[config.mk]
export PLATFORM = sky130hd
export DESIGN_NAME = sample_demux_fmt
export DESIGN_NICKNAME = d
export VERILOG_FILES = /design/src/rtl/sample_demux_fmt_pkg.sv /design/src/rtl/sfmt_half_div.sv /design/src/rtl/sfmt_pipe.sv /design/src/rtl/sfmt_ports.sv /design/src/rtl/sample_demux_fmt.sv
export SDC_FILE = /design/constraint.sdc
export NUM_CORES = 1
export LEC_CHECK = 0
export BUFFER_PORTS_ARGS = -buffer_cell sky130_fd_sc_hd__buf_2
export CAP_MARGIN = 20
export CORE_ASPECT_RATIO = 0.8
export CORE_MARGIN = 4
export CORE_UTILIZATION = 40
export CTS_BUF_LIST = sky130_fd_sc_hd__clkbuf_8
export CTS_CLUSTER_SIZE = 12
export DETAILED_ROUTE_END_ITERATION = 6
export REMOVE_ABC_BUFFERS = 1
export SETUP_SLACK_MARGIN = 0.1
export SYNTH_ARGS = -nofsm -noshare
export SYNTH_HDL_FRONTEND = slang
export SYNTH_HIERARCHICAL = 1
export SYNTH_SLANG_ARGS = --single-unit
[constraint.sdc]
create_clock -name clk -period 1.7 [get_ports clk]
set_input_delay 0.255 -clock clk [delete_from_list [all_inputs] [get_ports clk]]
set_output_delay 0.255 -clock clk [all_outputs]
set_load 0.02 [all_outputs]
[src/rtl/sample_demux_fmt_pkg.sv]
// Shared types for the sample output formatter.
// Assumes: one layout select bit and one steering bit.
package sample_demux_fmt_pkg;
    typedef enum logic {
        LAYOUT_STRAIGHT = 1'b0,
        LAYOUT_PAIRED   = 1'b1
    } layout_e;

    typedef enum logic {
        DEST_A = 1'b0,
        DEST_B = 1'b1
    } dest_e;
endpackage

[src/rtl/sfmt_half_div.sv]
// Half-rate steering divider with mode latch.
// Does: latches the layout during reset and toggles the destination each
// clock in paired layout. Assumes: reset is synchronous, active low.
module sfmt_half_div
    import sample_demux_fmt_pkg::*;
(
    input  logic    clk,
    input  logic    rst_n,
    input  logic    paired_mode,
    output layout_e layout_q,
    output dest_e   dest_q
);
    // Latch the layout in reset; alternate the destination in paired layout.
    always_ff @(posedge clk) begin
        if (!rst_n) begin
            layout_q <= paired_mode ? LAYOUT_PAIRED : LAYOUT_STRAIGHT;
            dest_q   <= DEST_A;
        end else if (layout_q == LAYOUT_PAIRED) begin
            dest_q   <= (dest_q == DEST_A) ? DEST_B : DEST_A;
        end
    end
endmodule

[src/rtl/sfmt_pipe.sv]
// Capture-and-delay pipeline of LAT-1 stages.
// Does: captures the code with polarity applied and tags it with its
// destination. Assumes: LAT >= 2; the final register is the port stage.
module sfmt_pipe
    import sample_demux_fmt_pkg::*;
#(
    parameter int CODE_W = 8,
    parameter int LAT    = 2
) (
    input  logic              clk,
    input  logic              rst_n,
    input  logic [CODE_W-1:0] sample_in,
    input  logic              pol_true,
    input  dest_e             dest_in,
    output logic [CODE_W-1:0] code_out,
    output dest_e             dest_out,
    output logic              vld_out
);
    localparam int STAGES = LAT - 1;

    logic [CODE_W-1:0] code_r [STAGES];
    dest_e             dest_r [STAGES];
    logic              vld_r  [STAGES];

    // Capture stage: apply polarity, record destination, mark valid.
    always_ff @(posedge clk) begin
        if (!rst_n) begin
            code_r[0] <= '0;
            dest_r[0] <= DEST_A;
            vld_r[0]  <= 1'b0;
        end else begin
            code_r[0] <= pol_true ? sample_in : ~sample_in;
            dest_r[0] <= dest_in;
            vld_r[0]  <= 1'b1;
        end
    end

    // Extra delay stages when LAT exceeds two.
    for (genvar s = 1; s < STAGES; s++) begin : g_dly
        always_ff @(posedge clk) begin
            if (!rst_n) begin
                code_r[s] <= '0;
                dest_r[s] <= DEST_A;
                vld_r[s]  <= 1'b0;
            end else begin
                code_r[s] <= code_r[s-1];
                dest_r[s] <= dest_r[s-1];
                vld_r[s]  <= vld_r[s-1];
            end
        end
    end

    assign code_out = code_r[STAGES-1];
    assign dest_out = dest_r[STAGES-1];
    assign vld_out  = vld_r[STAGES-1];
endmodule

[src/rtl/sfmt_ports.sv]
// Output port registers and paired-layout strobe register.
// Does: straight layout shifts A into B; paired layout writes the tagged
// port and raises the strobe after a B write. Assumes: vld stays high once set.
module sfmt_ports
    import sample_demux_fmt_pkg::*;
#(
    parameter int CODE_W = 8
) (
    input  logic              clk,
    input  logic              rst_n,
    input  layout_e           layout_q,
    input  logic [CODE_W-1:0] code_in,
    input  dest_e             dest_in,
    input  logic              vld_in,
    output logic [CODE_W-1:0] port_a,
    output logic [CODE_W-1:0] port_b,
    output logic              pair_stb
);
    // Write the ports according to layout and destination tag.
    always_ff @(posedge clk) begin
        if (!rst_n) begin
            port_a   <= '0;
            port_b   <= '0;
            pair_stb <= 1'b0;
        end else if (vld_in) begin
            if (layout_q == LAYOUT_STRAIGHT) begin
                port_a   <= code_in;
                port_b   <= port_a;
                pair_stb <= 1'b0;
            end else if (dest_in == DEST_A) begin
                port_a   <= code_in;
                pair_stb <= 1'b0;
            end else begin
                port_b   <= code_in;
                pair_stb <= 1'b1;
            end
        end
    end
endmodule

[src/rtl/sample_demux_fmt.sv]
// Top: formats converter codes onto two ports with a capture strobe.
// Does: straight or paired layout, polarity select, reset-aligned divider.
// Assumes: a single sample clock; reset is synchronous, active low.
module sample_demux_fmt
    import sample_demux_fmt_pkg::*;
#(
    parameter int CODE_W = 8,
    parameter int LAT    = 2
) (
    input  logic              clk,
    input  logic              rst_n,
    input  logic [CODE_W-1:0] sample_in,
    input  logic              paired_mode,
    input  logic              pol_true,
    output logic [CODE_W-1:0] port_a,
    output logic [CODE_W-1:0] port_b,
    output logic              strobe
);
    layout_e           layout_q;
    dest_e             dest_q;
    dest_e             pipe_dest;
    logic [CODE_W-1:0] pipe_code;
    logic              pipe_vld;
    logic              pair_stb;
    logic              paired;

    sfmt_half_div u_div (
        .clk         (clk),
        .rst_n       (rst_n),
        .paired_mode (paired_mode),
        .layout_q    (layout_q),
        .dest_q      (dest_q)
    );

    sfmt_pipe #(.CODE_W(CODE_W), .LAT(LAT)) u_pipe (
        .clk       (clk),
        .rst_n     (rst_n),
        .sample_in (sample_in),
        .pol_true  (pol_true),
        .dest_in   (dest_q),
        .code_out  (pipe_code),
        .dest_out  (pipe_dest),
        .vld_out   (pipe_vld)
    );

    sfmt_ports #(.CODE_W(CODE_W)) u_ports (
        .clk      (clk),
        .rst_n    (rst_n),
        .layout_q (layout_q),
        .code_in  (pipe_code),
        .dest_in  (pipe_dest),
        .vld_in   (pipe_vld),
        .port_a   (port_a),
        .port_b   (port_b),
        .pair_stb (pair_stb)
    );

    // Strobe: inverted clock in straight layout, registered pulse when paired.
    assign paired = (layout_q == LAYOUT_PAIRED);
    assign strobe = paired ? pair_stb : ~clk;
endmodule

==> results.ini <==
[outcome]
status=finished, final reports clean

[synth]
synth_cell_types=18
synth_edf_count=1
async_reset_ff_share_pct=0
post-synth-top-count-cell=dfxtp_1
synth_top_area_cell=dfxtp_1
synth_top_area_share_pct=48.3
ys_warn_count=6
synthTopCellsByArea=dfxtp_1, mux2i_1, nand3_1, o211a_1, xnor2_1
synth_seq_area_share_pct=50.9
synthTopCellsByCount=dfxtp_1, nand3_1
synth_area_um2=1160
syn_inst=113
syn_avg_cell_area_um2=10.3
ys_ff_latch=29
synth_ff_type=dfxtp_1

[timing]
timing.final.ws_setup_ns=0.220
fin_hold_ws_ns=0.0508
finalSetupViolCount=0
relSlewSlack_pct=64.0
hold_violations=0
tightestPinTransition_ns=0.540
fin_skew_ns=0.00343
grt_setup_unrepaired=false
fin_tns_setup_ns=0
slew_violations=0

[grt]
grt_max_degree=37
antenna_found_initial=0
grt_usage_pct=13.5
grt_pass1_vias=816
gr-total-overflow=0
grt_pass1_wl_um=3630

[floorplan]
die_x_um=68.2
die_y_um=56.2
io_pins=29
dieArea_um2=3830
coreArea_um2=2770
start_util_pct=42.0
rows=17

[routing]
vias_per_cell=4.72
drt_iter0_drc=70
ant_nets=0
drc=0
vias=855
wirelength_um=2130
drtPass1Iterations=4
wl_per_cell_um=11.7

[cts]
hold_buffers=0
cts_tree=yes
clk_pin_slew_ns=0.06
clock_latency_ns=0.38

[placement]
portBuffers=28
gp_congestion=0.777
pre_cts_ws_ns=0.237
dp_hpwl_um=1490
placed_area_um2=1290

[critical_path]
critPathRequiredTime_ns=1.44
r2r_start=u_div/layout_q$_DFFE_PN_
criticalPathCategory=clock port to primary output
rr_endpoint=u_ports/port_a[6]$_SDFFE_PN0P_
critPathMaxFanout=2
cp-start-kind=clock port
rrSetupSlack_ns=0.38
reg2reg_depth=5
worstPathArrival_ns=1.23
worstSetupEndpointType=primary output

[run]
maxCapViolations=0

[power]
p_per_area_nw_per_um2=1200
peakVddDrop_uv=411
p_leak_nw=0.701

[final_layout]
design_area_um2=1430
syn_to_final_growth_pct=23.1
fin_util_pct=51.7
diodes=0
drive_above_1_share_pct=29.4
layout.nets=155
fillers=283

[worst_hold_path]
min_to=u_div/layout_q$_DFFE_PN_
whs_path_depth=1
hp-class=input port to register
min_from=paired_mode

## flip-flops by register name (all words and copies together) (netlist names)
name	cells
u_pipe/code_r	8
u_ports/port_a	8
u_ports/port_b	8
u_div/dest_q	1
u_div/layout_q	1
u_pipe/dest_r	1
u_pipe/vld_r	1
u_ports/pair_stb	1
## stage by stage
| step | total power [mW] | std cells |
|---|---|---|
| after floorplan | 0.934 | 104 |
| after global placement | 1.02 | 171 |
| after detailed placement | 1.02 | 171 |
| after CTS | 1.78 | 182 |
| after global routing | 1.82 | 181 |
| final | 1.71 | 181 |
## metal layers
layer  vias to the layer above  GRT usage (%)  wire, um
li1                        442              -         -
met1                       378           16.7      1090
met2                        29           16.5       851
met3                         6           7.88       142
met4                         0           10.2        42
met5                         -              0         0
## layout make-up
type | instances | area (um2) | share of cell area, %
inverter | 1 | 3.75 | 0.263
clock buffer | 9 | 121 | 8.49
clock inverter | 1 | 3.75 | 0.263
sequential | 29 | 591 | 41.3
tap | 38 | 47.5 | 3.33
multi-input combinational | 74 | 512 | 35.8
timing repair buffer | 29 | 150 | 10.5
## worst max path at each step
| stage | from | endpoint | cells after the start |
|---|---|---|---|
| finish | clk | strobe | 3 |
| global route | clk | strobe | 3 |
| CTS | clk | strobe | 4 |
| detailed placement | u_div/layout_q$_DFFE_PN_ | u_ports/port_b[2]$_SDFFE_PN0P_ | 3 |
| global placement | u_div/layout_q$_DFFE_PN_ | u_ports/port_b[4]$_SDFFE_PN0P_ | 3 |
| floorplan | clk | strobe | 1 |
## layout by cell type (no fill, tap or decap), drive strengths merged
cell type,n
buf,30
nand3,16
and2,10
clkbuf,8
edfxtp,1
mux2i,8
nor2,2
nand2b,1
a21boi,1
o21ai,10
nand2,9
o211a,8
dfxtp,28
inv,2
xnor2,9
## cell families (layout without fill, tap and decap cells)
logic type | count (synthesis) | after routing | synth area share, %
XOR/XNOR | 9 | 9 | 6.79
multiplexers | 8 | 8 | 6.90
AO/OA/AOI/OAI | 19 | 19 | 12.2
buffers and inverters | 10 | 40 | 6.03
AND/OR/NAND/NOR | 38 | 38 | 17.2
flip-flops | 29 | 29 | 50.9
## critical path, stage by stage
cell and delay, ns:
clkbuf_8 0.11, o21ai_4 0.13, buf_6 0.13
## where the power goes
part | internal, mW | total (mW) | switching (mW)
sequential | 0.735 | 0.768 | 0.0324
combinational | 0.0933 | 0.208 | 0.115
clock | 0.454 | 0.738 | 0.283
total | 1.28 | 1.71 | 0.431
## repair_timing
| item | 4_1_cts | 5_1_grt |
|---|---|---|
| resized for setup | 3 | 1 |
| setup endpoints to repair | 1 | 1 |
| buffers inserted | 1 | 0 |
| pin swaps | 1 | 1 |
Note: power is estimated with default switching activity, not from simulation.
